$ cat config.mk
export PLATFORM = sky130hd
export DESIGN_NAME = eag_top
export DESIGN_NICKNAME = d
export VERILOG_FILES = /design/src/rtl/eag_pkg.sv /design/src/rtl/eag_operand_sel.sv /design/src/rtl/eag_seg_pick.sv /design/src/rtl/eag_phys.sv /design/src/rtl/eag_top.sv
export SDC_FILE = /design/constraint.sdc
export NUM_CORES = 1
export LEC_CHECK = 0
export ABC_AREA = 1
export BUFFER_PORTS_ARGS = -buffer_cell sky130_fd_sc_hd__clkbuf_2
export CORE_MARGIN = 10
export CORE_UTILIZATION = 45
export CTS_BUF_LIST = sky130_fd_sc_hd__clkbuf_8
export CTS_CLUSTER_SIZE = 12
export DETAILED_ROUTE_END_ITERATION = 10
export PLACE_DENSITY = 0.76
export SYNTH_ARGS = -nofsm -noshare
export SYNTH_HDL_FRONTEND = slang
export SYNTH_SLANG_ARGS = --single-unit
$ cat constraint.sdc
create_clock -name clk -period 1.8 [get_ports clk]
set_input_delay 0.36 -clock clk [delete_from_list [all_inputs] [get_ports clk]]
set_output_delay 0.36 -clock clk [all_outputs]
set_load 0.02 [all_outputs]
$ cat src/rtl/eag_pkg.sv
package eag_pkg;
  typedef enum logic [2:0] {
    AM_DIRECT       = 3'd0,
    AM_INDIRECT     = 3'd1,
    AM_BASE_IDX     = 3'd2,
    AM_REL          = 3'd3,
    AM_BASE_IDX_REL = 3'd4
  } amode_e;

  typedef enum logic [1:0] {
    SEG_ES = 2'd0,
    SEG_CS = 2'd1,
    SEG_SS = 2'd2,
    SEG_DS = 2'd3
  } seg_e;

  localparam logic [1:0] PTR_BX = 2'd0;
  localparam logic [1:0] PTR_BP = 2'd1;
  localparam logic [1:0] PTR_SI = 2'd2;
  localparam logic [1:0] PTR_DI = 2'd3;
endpackage

$ cat src/rtl/eag_operand_sel.sv
module eag_operand_sel
  import eag_pkg::*;
#(
  parameter int OW = 16
) (
  input  logic [2:0]    mode,
  input  logic [1:0]    ptr_sel,
  input  logic          base_sel,
  input  logic          index_sel,
  input  logic [OW-1:0] disp,
  input  logic [OW-1:0] reg_bx,
  input  logic [OW-1:0] reg_bp,
  input  logic [OW-1:0] reg_si,
  input  logic [OW-1:0] reg_di,
  output logic [OW-1:0] offset,
  output logic          uses_bp,
  output logic          legal
);
  logic [OW-1:0] ptr_val;
  logic [OW-1:0] base_val;
  logic [OW-1:0] idx_val;

  always_comb begin
    case (ptr_sel)
      PTR_BX:  ptr_val = reg_bx;
      PTR_BP:  ptr_val = reg_bp;
      PTR_SI:  ptr_val = reg_si;
      default: ptr_val = reg_di;
    endcase
    base_val = base_sel ? reg_bp : reg_bx;
    idx_val  = index_sel ? reg_di : reg_si;
  end

  // Sums are OW bits wide, so the offset wraps naturally.
  always_comb begin
    offset  = '0;
    uses_bp = 1'b0;
    legal   = 1'b1;
    case (mode)
      AM_DIRECT: begin
        offset = disp;
      end
      AM_INDIRECT: begin
        offset  = ptr_val;
        uses_bp = (ptr_sel == PTR_BP);
      end
      AM_BASE_IDX: begin
        offset  = base_val + idx_val;
        uses_bp = base_sel;
      end
      AM_REL: begin
        offset  = ptr_val + disp;
        uses_bp = (ptr_sel == PTR_BP);
      end
      AM_BASE_IDX_REL: begin
        offset  = base_val + idx_val + disp;
        uses_bp = base_sel;
      end
      default: begin
        legal = 1'b0;
      end
    endcase
  end
endmodule

$ cat src/rtl/eag_seg_pick.sv
module eag_seg_pick
  import eag_pkg::*;
#(
  parameter int OW = 16
) (
  input  logic          legal,
  input  logic          uses_bp,
  input  logic          ovr_valid,
  input  logic [1:0]    ovr_seg,
  input  logic [OW-1:0] seg_es,
  input  logic [OW-1:0] seg_cs,
  input  logic [OW-1:0] seg_ss,
  input  logic [OW-1:0] seg_ds,
  output logic [1:0]    seg_id,
  output logic [OW-1:0] seg_val
);
  always_comb begin
    if (!legal)         seg_id = SEG_ES;
    else if (ovr_valid) seg_id = ovr_seg;
    else if (uses_bp)   seg_id = SEG_SS;
    else                seg_id = SEG_DS;
  end

  always_comb begin
    case (seg_id)
      SEG_ES:  seg_val = seg_es;
      SEG_CS:  seg_val = seg_cs;
      SEG_SS:  seg_val = seg_ss;
      default: seg_val = seg_ds;
    endcase
  end
endmodule

$ cat src/rtl/eag_phys.sv
module eag_phys #(
  parameter int OW        = 16,
  parameter int SEG_SHIFT = 4
) (
  input  logic                    legal,
  input  logic [OW-1:0]           seg_val,
  input  logic [OW-1:0]           offset,
  output logic [OW+SEG_SHIFT-1:0] phys
);
  localparam int PW = OW + SEG_SHIFT;

  logic [PW-1:0] seg_ext;
  logic [PW-1:0] off_ext;

  assign seg_ext = {seg_val, {SEG_SHIFT{1'b0}}};
  assign off_ext = {{SEG_SHIFT{1'b0}}, offset};
  assign phys    = legal ? (seg_ext + off_ext) : '0;
endmodule

$ cat src/rtl/eag_top.sv
module eag_top #(
  parameter int OW        = 16,
  parameter int SEG_SHIFT = 4
) (
  input  logic                    clk,
  input  logic                    rst_n,
  input  logic                    in_valid,
  output logic                    in_ready,
  input  logic [2:0]              mode,
  input  logic [1:0]              ptr_sel,
  input  logic                    base_sel,
  input  logic                    index_sel,
  input  logic [OW-1:0]           disp,
  input  logic [OW-1:0]           reg_bx,
  input  logic [OW-1:0]           reg_bp,
  input  logic [OW-1:0]           reg_si,
  input  logic [OW-1:0]           reg_di,
  input  logic [OW-1:0]           seg_es,
  input  logic [OW-1:0]           seg_cs,
  input  logic [OW-1:0]           seg_ss,
  input  logic [OW-1:0]           seg_ds,
  input  logic                    ovr_valid,
  input  logic [1:0]              ovr_seg,
  output logic                    out_valid,
  input  logic                    out_ready,
  output logic [OW-1:0]           out_offset,
  output logic [1:0]              out_seg,
  output logic [OW+SEG_SHIFT-1:0] out_phys,
  output logic                    out_err
);
  localparam int PW = OW + SEG_SHIFT;

  logic [OW-1:0] c_offset;
  logic          c_uses_bp;
  logic          c_legal;
  logic [1:0]    c_seg_id;
  logic [OW-1:0] c_seg_val;
  logic [PW-1:0] c_phys;
  logic          accept;

  eag_operand_sel #(.OW(OW)) u_opsel (
    .mode      (mode),
    .ptr_sel   (ptr_sel),
    .base_sel  (base_sel),
    .index_sel (index_sel),
    .disp      (disp),
    .reg_bx    (reg_bx),
    .reg_bp    (reg_bp),
    .reg_si    (reg_si),
    .reg_di    (reg_di),
    .offset    (c_offset),
    .uses_bp   (c_uses_bp),
    .legal     (c_legal)
  );

  eag_seg_pick #(.OW(OW)) u_seg (
    .legal     (c_legal),
    .uses_bp   (c_uses_bp),
    .ovr_valid (ovr_valid),
    .ovr_seg   (ovr_seg),
    .seg_es    (seg_es),
    .seg_cs    (seg_cs),
    .seg_ss    (seg_ss),
    .seg_ds    (seg_ds),
    .seg_id    (c_seg_id),
    .seg_val   (c_seg_val)
  );

  eag_phys #(.OW(OW), .SEG_SHIFT(SEG_SHIFT)) u_phys (
    .legal   (c_legal),
    .seg_val (c_seg_val),
    .offset  (c_offset),
    .phys    (c_phys)
  );

  assign in_ready = !out_valid || out_ready;
  assign accept   = in_valid && in_ready;

  always_ff @(posedge clk or negedge rst_n) begin
    if (!rst_n) begin
      out_valid <= 1'b0;
    end else if (accept) begin
      out_valid <= 1'b1;
    end else if (out_ready) begin
      out_valid <= 1'b0;
    end
  end

  always_ff @(posedge clk or negedge rst_n) begin
    if (!rst_n) begin
      out_offset <= '0;
      out_seg    <= '0;
      out_phys   <= '0;
      out_err    <= 1'b0;
    end else if (accept) begin
      out_offset <= c_offset;
      out_seg    <= c_seg_id;
      out_phys   <= c_phys;
      out_err    <= !c_legal;
    end
  end
endmodule

==> qor.yml, run 1 <==
outcome:
  status: "finished with violations"
  violations: "setup timing"
cts:
  cts_hold_buf: 0
  clkLatencyLatePin_ns: 0.31
  cts_buffers: 5
  cts_tree: "built"
  cts-root-buf: "clkbuf_8"
  clk_path_buf_depth: 2
  clock_sinks: 40
  htreeDepth: 2
  path_clk_slew_ns: 0.08
power_and_ir_drop:
  ir_drop_mv: 0.388
  power_density_nw_per_um2: 744
  power_leakage_nw: 5.39
timing:
  rsz0062_at_grt: "yes"
  period_minus_slack_ns: 5.06
  setup_slack_ns: -3.26
  slew_violations: 0
  relSlewSlack_pct: 56.7
  finalSetupViolations: 34
  fin_worst_skew_ns: 0.00900
  max_freq_mhz: 198
  tightest_slew_ns: 0.649
  finalHoldViolCount: 0
  period_share_pct: 281
global_route:
  grt_max_degree: 41
  antenna_found_initial: 0
  gr-usage-all-layers_pct: 25.4
  grt_pass1_vias: 7884
  gr-total-overflow: 0
  grt_pass1_wl_um: 37600
floorplanning:
  io_pins: 199
  start_util_pct: 46.2
  rows: 40
  core_area_um2: 12100
  die_w_um: 131
  design.die.area_um2: 17200
  die_y_um: 131
detailed_routing:
  wl_met2_um: 13700
  vias_per_cell: 5.63
  wl_per_cell_um: 18.8
  highest_layer: "met4"
  wl_um: 29100
  drt_iter0_drc: 816
  drcViolationCount: 0
  ant_nets: 0
  via_count: 8714
  met3_length_um: 2820
  drtPass1Iterations: 6
  wl_met1_um: 10400
layout:
  n_fill_cell: 699
  syn_to_final_growth_pct: 81.0
  seqCellArea_um2: 1000
  antenna_cells: 0
  multiInputGateArea_um2: 5170
  drive_above_1_share_pct: 52.2
  finalNonFillerCells: 1549
  nNetsFinal: 1584
worst_setup_path:
  crit_path_end_kind: "register"
  critPathLaunchType: "input pin"
  path_buf_inv: 4
  slowest_delay_ns: 0.39
  worstPathArrival_ns: 5.25
  cp.required_ns: 1.99
  crit_cells: 35
  crit_top_cell: "nand2_1"
  slowest_stage: "ha_1"
  path_delay_family: "simple AND/OR/NAND/NOR gates"
  reg2regPathDepth: 7
  crit_type: "input pin to register"
  worstPathMaxFanout: 4
synthesis:
  synthArstFlopShare_pct: 100
  yosysSeqAreaShare_pct: 18.0
  syn_area_per_cell_um2: 5.99
  ys_ff_latch: 40
  yosys_warnings: 0
  ys_types: 47
  synth_nets: 1135
  syn_area_um2: 5570
  syn-instance-count: 931
  synth_edf_count: 0
  synth_flop_cell: "dfrtp_1"
worst_hold_path:
  min_path_type: "input pin to async pin"
place:
  finalWeightedCongestion: 0.973
  port_buffers: 198
  dp_hpwl_um: 18500
  place_inst: 1467
  post-place-ws_ns: -3.21
job:
  cap_violations: 0
metal layers:
layer	GRT usage (%)	vias up
met5	0	-
met4	8.16	0
met3	4.88	190
met2	44.1	612
met1	30.8	3955
li1	-	3957
cells in the mapped netlist (6+ instances only):
cell | count | share of area (%)
a21oi_1 | 42 | 3.8
a31oi_1 | 14 | 1.6
clkbuf_1 | 19 | 1.3
dfrtp_1 | 40 | 18
ha_1 | 43 | 9.7
inv_1 | 92 | 6.2
inv_2 | 8 | 0.54
mux2_2 | 9 | 1.8
nand2_1 | 359 | 24
nand2_2 | 13 | 1.5
nand3_1 | 51 | 4.6
nand4_1 | 6 | 0.67
nor2_1 | 43 | 2.9
nor2_2 | 6 | 0.67
o2111ai_1 | 12 | 1.9
o211ai_1 | 8 | 1.1
o21ai_0 | 81 | 7.3
o21ai_1 | 10 | 0.90
or2_2 | 6 | 0.67
xor2_1 | 10 | 1.6
per-stage QoR:
step                setup TNS, ns  hold slack (ns)  power (W)  instance area [um2]  utilization [%]
floorplan                  -58.67           0.0644    0.00325                 5760                -
global placement           -73.62            0.435    0.00486                 8320             69.0
detailed placement         -77.10            0.443    0.00493                 8320             69.0
CTS                        -59.90            0.114    0.00629                 9160             75.9
global route               -73.76            0.145    0.00786                10100             83.7
finish                     -69.41            0.101    0.00751                10100             83.7
layout by cell type (no fill, tap or decap), types with 14 or more instances in the layout:
cell type  Yosys  final
buf_6          0     36
nand2_2       13     56
nand3_2        3     14
ha_4           0     14
nand2_1      359    307
o21ai_0       81     45
nand3_1       51     33
a21oi_2        1     23
dfrtp_1       40     40
inv_2          8     23
buf_4          1    232
nor2_1        43     32
o21ai_2        1     17
o21ai_1       10     27
a21oi_1       42     16
inv_1         92     74
ha_1          43     28
clkbuf_2       0    194
area by class of cell:
| class | count | share of cell area (%) |
|---|---|---|
| clock buffers | 5 | 0.682 |
| multi-input cells | 765 | 51.3 |
| clock inverters | 3 | 0.459 |
| well taps | 168 | 2.08 |
| flip-flops and latches | 40 | 9.92 |
| inverters | 100 | 3.79 |
| repair buffers | 468 | 31.8 |
sequential cells by signal, indices dropped and copies added (netlist names):
register	count
out_phys	20
out_offset	16
out_err	1
out_seg	2
out_valid	1
cells by family (layout without fill, tap and decap cells):
family,Yosys count,after routing,share of synthesized area (%)
multiplexers,12,12,2.36
adder cells (fa/ha/maj),46,46,10.7
AND/OR/NAND/NOR,505,505,38.3
buffers and inverters,126,576,8.62
flip-flops,40,40,18.0
XOR/XNOR,15,15,2.36
AO/OA/AOI/OAI,187,187,19.7
timing repair:
| action | CTS | global route |
|---|---|---|
| setup buffers | 47 | 31 |
| pin swaps | 78 | 73 |
| resized for setup | 86 | 196 |
| setup endpoints to repair | 36 | 36 |
| cloned | 0 | 0 |
where the power goes:
group	switching [W]	total (W)	leakage [nW]	internal (W)
Clock	0.000361	0.000779	0.0548	0.000418
Sequential	0.000127	0.00122	0.514	0.00110
Combinational	0.00295	0.00551	4.82	0.00256
Total	0.00343	0.00751	5.39	0.00408
path summary, 6_finish.rpt:
kind                                      from             end  slack [ns]
worst max-delay path                 index_sel    out_phys[19]       -3.26
worst min-delay path                     rst_n    out_phys[17]        0.10
worst max register to register       out_valid    out_phys[19]        0.14
worst min register to register  out_offset[13]  out_offset[13]        0.49
max in group asynchronous                rst_n      out_seg[0]        1.35
min in group clk                     out_ready       out_valid        0.35
(Power assumes the default switching activity.)
==> inputs of run 2 (changes only) <==
==> constraint.sdc (replaced) <==
create_clock -name clk -period 1.8 [get_ports clk]
set_input_delay 0.09 -clock clk [delete_from_list [all_inputs] [get_ports clk]]
set_output_delay 0.09 -clock clk [all_outputs]
set_load 0.02 [all_outputs]
==> qor.yml, run 2 (same netlist as run 1, synthesis figures left out) <==
outcome:
  status: "finished with violations"
  violations: "setup timing"
worst_hold_path:
  hold_end: "out_valid"
  min_from: "out_ready"
  hold_depth: 4
  min_path_type: "input pin to register"
layout:
  seqCellArea_um2: 1000  # unchanged
  syn_to_final_growth_pct: 76.7
  top_register: "out_phys"
  finalNonFillerCells: 1538  # -0.71%
  final_common_cell: "nand2_1"
  largest_register_ffs: 20  # unchanged
  layout_common_cells: "nand2_1, buf_4, clkbuf_2"
  nNetsFinal: 1573  # -0.69%
  multiInputGateArea_um2: 5040  # -2.5%
  drive_above_1_share_pct: 49.3  # -2.9 points
  n_fill_cell: 748  # +7.0%
  top_regs: "out_phys: 20 flops, out_offset: 16 flops, out_seg: 2 flops"
  antenna_cells: 0  # unchanged
  final_core_util_pct: 81.7  # -2.0 points
detailed_routing:
  via_count: 8686  # -0.32%
  ant_nets: 0  # unchanged
  drtPass1Iterations: 5  # -1
  vias_per_cell: 5.65  # +0.39%
  wl_um: 28900  # -0.75%
  drt_iter0_drc: 828  # +1.5%
  drcViolationCount: 0  # unchanged
  wl_per_cell_um: 18.8  # about the same
floorplanning:
  die_w_um: 131  # unchanged
  core_area_um2: 12100  # unchanged
  die_y_um: 131  # unchanged
  design.die.area_um2: 17200  # unchanged
  io_pins: 199  # unchanged
  start_util_pct: 46.2  # unchanged
  rows: 40  # unchanged
timing:
  rsz0062_at_grt: "yes"
  max_freq_mhz: 213  # +7.7%
  period_share_pct: 261  # -20 points
  setup_slack_ns: -2.90  # +0.362 ns
  tightest_slew_ns: 0.508  # -0.142 ns
  slew_violations: 0  # unchanged
  relSlewSlack_pct: 66.0  # +9.3 points
  hold_ws_ns: 0.0875  # -0.0135 ns
  fin_worst_skew_ns: 0.00833  # -0.000678 ns
  finalHoldViolCount: 0  # unchanged
  period_minus_slack_ns: 4.70  # -0.362 ns
  finalSetupViolations: 34  # unchanged
cts:
  clk_path_buf_depth: 2  # unchanged
  cts_tree: "built"
  clkLatencyLatePin_ns: 0.30  # about the same
  clock_sinks: 40  # unchanged
  path_clk_slew_ns: 0.08  # about the same
  cts_buffers: 5  # unchanged
  htreeDepth: 2  # unchanged
  cts-root-buf: "clkbuf_8"
power_and_ir_drop:
  p_total_w: 0.00744  # -0.89%
  power_leakage_nw: 5.28  # -2.0%
  ir_drop_mv: 0.392  # +0.94%
  power_density_nw_per_um2: 755  # +1.5%
global_route:
  grt_pass1_wl_um: 39600  # +5.5%
  gr-usage-all-layers_pct: 26.9  # +1.4 points
  grt_max_degree: 45  # +9.8%
  antenna_found_initial: 1  # +1
  gr-total-overflow: 0  # unchanged
  grt_pass1_vias: 8345  # +5.8%
place:
  dp_hpwl_um: 18500  # +0.34%
  place_inst: 1457  # -0.68%
  finalWeightedCongestion: 0.973  # about the same
  port_buffers: 198  # unchanged
  post-place-ws_ns: -2.97  # +0.244 ns
worst_setup_path:
  rrSetupSlack_ns: 0.18  # +0.04 ns
  worstPathMaxFanout: 7  # +3
  slowest_delay_ns: 0.38  # about the same
  r2r_end: "out_offset[0]"
  cp.required_ns: 2.00  # about the same
  crit_path_end_kind: "register"
  worstPathArrival_ns: 4.90  # -0.35 ns
  reg2regPathDepth: 6  # -1
  crit_type: "input pin to register"
  slowest_stage: "fa_2"
  timing.rr.start: "out_valid"
  critPathLaunchType: "input pin"
job:
  cap_violations: 0  # unchanged
run 2: area by class of cell:
class	count	share of cell area (%)
sequential	40	10.2
clock buffer	6	0.838
multi-input combinational	765	51.2
inverter	100	3.81
clock inverter	2	0.394
timing repair buffer	457	31.5
tap	168	2.13
run 2: worst max path at each step:
| stage | from | end | slack [ns] |
|---|---|---|---|
| after floorplan | index_sel | out_phys[16] | -2.46 |
| after global placement | index_sel | out_phys[19] | -2.90 |
| after detailed placement | index_sel | out_phys[19] | -2.97 |
| after CTS | index_sel | out_phys[19] | -2.31 |
| after global routing | index_sel | out_phys[19] | -3.14 |
| final | index_sel | out_phys[19] | -2.90 |
run 2: worst max-delay path: cells and delay by family:
family	cells	cell delay [ns]
buffers and inverters	4	0.40
and+or+nand+nor	20	2.02
xor gates and xnor gates	1	0.17
adders and majority gates	4	1.19
AOI/OAI and AO/OA	6	0.69
muxes	1	0.30
run 2: power breakdown:
| group | leakage [nW] | switching, W | internal (W) | total, W |
|---|---|---|---|---|
| clock network | 0.0614 | 0.000340 | 0.000453 | 0.000793 |
| logic | 4.71 | 0.00291 | 0.00251 | 0.00542 |
| registers | 0.514 | 0.000133 | 0.00110 | 0.00123 |
| total | 5.28 | 0.00339 | 0.00405 | 0.00744 |
run 2: timing repair:
| action | CTS | global route |
|---|---|---|
| resized for setup | 103 | 122 |
| gates cloned | 0 | 0 |
| endpoints found under the setup margin | 34 | 34 |
| setup buffers | 68 | 25 |
| hold endpoints to repair | 40 | 0 |
| hold buffers | 1 | 0 |
| pin swaps | 67 | 77 |
run 2: metal layers:
layer,vias up,GRT usage (%),wire (um)
met1,3923,30.5,10400
li1,3936,-,-
met4,2,11.6,2010
met2,642,47.0,13400
met5,-,0,13
met3,183,6.25,3100
run 2: metrics by stage:
stage	area (um2)	TNS (ns)
floorplan	5760	-49.33
global placement	8270	-65.24
detailed placement	8270	-68.29
CTS	9310	-51.86
global route	9850	-66.16
finish	9850	-60.63
==> inputs of run 3 (changes only) <==
- SKIP_LAST_GASP: default -> 1
==> qor.yml, run 3 (same netlist as run 1, synthesis figures left out) <==
layout:
  top_regs: "out_phys: 20 flops, out_offset: 16 flops, out_seg: 2 flops"
  nNetsFinal: 1591  # +1.1%
  largest_register_ffs: 20  # unchanged
  syn_to_final_growth_pct: 83.3
  final_common_cell: "nand2_1"
  final_core_util_pct: 84.7  # +3.0 points
  top_register: "out_phys"
  antenna_cells: 0  # unchanged
  drive_above_1_share_pct: 53.0  # +3.8 points
  layout_common_cells: "nand2_1, buf_4, clkbuf_2"
detailed_routing:
  highest_layer: "met4"
  met3_length_um: 4140  # +33%
  drt_iter0_drc: 1271  # +54%
  ant_nets: 0  # unchanged
  wl_um: 33300  # +15%
  wl_per_cell_um: 21.4  # +14%
  drtPass1Iterations: 7  # +2
  wl_met2_um: 14600  # +9.4%
  vias_per_cell: 6.03  # +6.7%
  drcViolationCount: 0  # unchanged
  via_count: 9380  # +8.0%
  wl_met1_um: 11100  # +7.4%
floorplanning:
  rows: 40  # unchanged
  die_y_um: 131  # unchanged
  die_w_um: 131  # unchanged
  core_area_um2: 12100  # unchanged
  start_util_pct: 46.2  # unchanged
  io_pins: 199  # unchanged
  design.die.area_um2: 17200  # unchanged
power_and_ir_drop:
  power_leakage_nw: 5.41  # +2.5%
  power_density_nw_per_um2: 785  # +3.8%
  ir_drop_mv: 0.380  # -2.9%
cts:
  path_clk_slew_ns: 0.09  # about the same
  cts-root-buf: "clkbuf_8"
  clk_path_buf_depth: 2  # unchanged
  htreeDepth: 2  # unchanged
  clkLatencyLatePin_ns: 0.31  # about the same
  cts_tree: "built"
  cts_buffers: 5  # unchanged
  clock_sinks: 40  # unchanged
global_route:
  antenna_found_initial: 0  # -1
  grt_max_degree: 45  # unchanged
  grt_pass1_vias: 8186  # -1.9%
  grt_pass1_wl_um: 39300  # -0.97%
  gr-total-overflow: 0  # unchanged
  gr-usage-all-layers_pct: 26.5  # -0.32 points
worst_setup_path:
  worstPathMaxFanout: 7  # unchanged
  slowest_stage: "ha_1"
  worstPathArrival_ns: 5.19  # +0.29 ns
  critPathLaunchType: "input pin"
  crit_path_end_kind: "register"
  crit_top_cell: "nand2_1"
  crit_type: "input pin to register"
  cp.required_ns: 2.00  # about the same
  slowest_delay_ns: 0.39  # about the same
timing:
  finalSetupViolations: 34  # unchanged
  relSlewSlack_pct: 61.4  # -4.6 points
  fin_setup_tns_ns: -66.52  # -5.88 ns
  fin_worst_skew_ns: 0.00448  # -0.00385 ns
  period_share_pct: 277  # +16 points
  max_freq_mhz: 200  # -5.9%
  slew_violations: 0  # unchanged
  period_minus_slack_ns: 4.99  # +0.295 ns
  rsz0062_at_grt: "yes"
  finalHoldViolCount: 0  # unchanged
  setup_slack_ns: -3.19  # -0.295 ns
  tightest_slew_ns: 0.576  # +0.0688 ns
outcome:
  violations: "setup timing"
  status: "finished with violations"
place:
  dp_hpwl_um: 18500  # unchanged
  finalWeightedCongestion: 0.973  # unchanged
  port_buffers: 198  # unchanged
job:
  cap_violations: 0  # unchanged
worst_hold_path:
  min_path_type: "input pin to register"
## run 3: changes by cell type in the layout (fill, tap and decap cells not counted), moves of 3 or more
cell | before | now
inv_1 | 82 | 72
o21ai_2 | 16 | 19
nand2_4 | 6 | 13
buf_4 | 228 | 244
nand3_4 | 2 | 7
inv_2 | 18 | 27
nand2_1 | 324 | 304
nor2_4 | 7 | 11
a21oi_1 | 18 | 14
nand3_2 | 19 | 15
nor2_1 | 38 | 35
nand2_2 | 43 | 56
o21ai_1 | 25 | 21
## run 3: cell type report
| class | count | area, um2 |
|---|---|---|
| sequential | 40 | 1000 |
| tap | 168 | 210 |
| clock inverter | 2 | 38.8 |
| timing repair buffer | 475 | 3250 |
| multi-input combinational | 765 | 5260 |
| inverter | 100 | 378 |
| clock buffer | 6 | 82.6 |
| fill | 643 | 1840 |
## run 3: where the power goes
group	total, W	internal, W	switching (W)
combinational	0.00598	0.00271	0.00327
sequential	0.00123	0.00110	0.000133
clock	0.000811	0.000454	0.000357
total	0.00802	0.00426	0.00376
## run 3: repair_timing
item	in CTS	in global routing
setup buffers	68	50
hold buffers	1	0
hold endpoints to repair	40	0
gates resized for setup	79	204
endpoints found under the setup margin	34	34
pin swaps	67	123
## run 3: worst paths after layout
check / slack (ns) / cells past startpoint / endpoint / start
hold reg to reg: 0.49 / 2 / out_phys[13] / out_phys[13]
setup reg to reg: 0.09 / 6 / out_phys[2] / out_valid
min in group asynchronous: 0.36 / 3 / out_seg[1] / rst_n
setup / recovery: -3.19 / 34 / out_phys[14] / index_sel
hold / removal: 0.08 / 4 / out_valid / out_ready
max in group asynchronous: 1.07 / 3 / out_phys[2] / rst_n
## run 3: worst max-delay path: cells and delay by family
family                     cells  cell delay [ns]
AOI/OAI and AO/OA              8             1.09
xor gates and xnor gates       1             0.27
adders and majority gates      3             1.00
buffers and inverters          4             0.57
muxes                          1             0.14
and+or+nand+nor               17             2.00
## run 3: through the flow
step / instances / setup slack, ns / total power, W / hold WS (ns) / cell area (um2)
floorplan: 931 / -2.46 / 0.00325 / -0.206 / 5760
global placement: 1457 / -2.90 / 0.00486 / 0.167 / 8270
detailed placement: 1457 / -2.97 / 0.00493 / 0.170 / 8270
CTS: 1529 / -2.31 / 0.00640 / 0.0815 / 9220
global route: 1556 / -3.28 / 0.00830 / 0.130 / 10200
finish: 1556 / -3.19 / 0.00802 / 0.0844 / 10200
## run 3: per-layer routing
layer | global-route usage (%) | vias to the layer above
met4 | 9.33 | 0
met2 | 46.8 | 892
met5 | 0 | -
met1 | 30.6 | 4176
li1 | - | 3973
met3 | 6.25 | 339
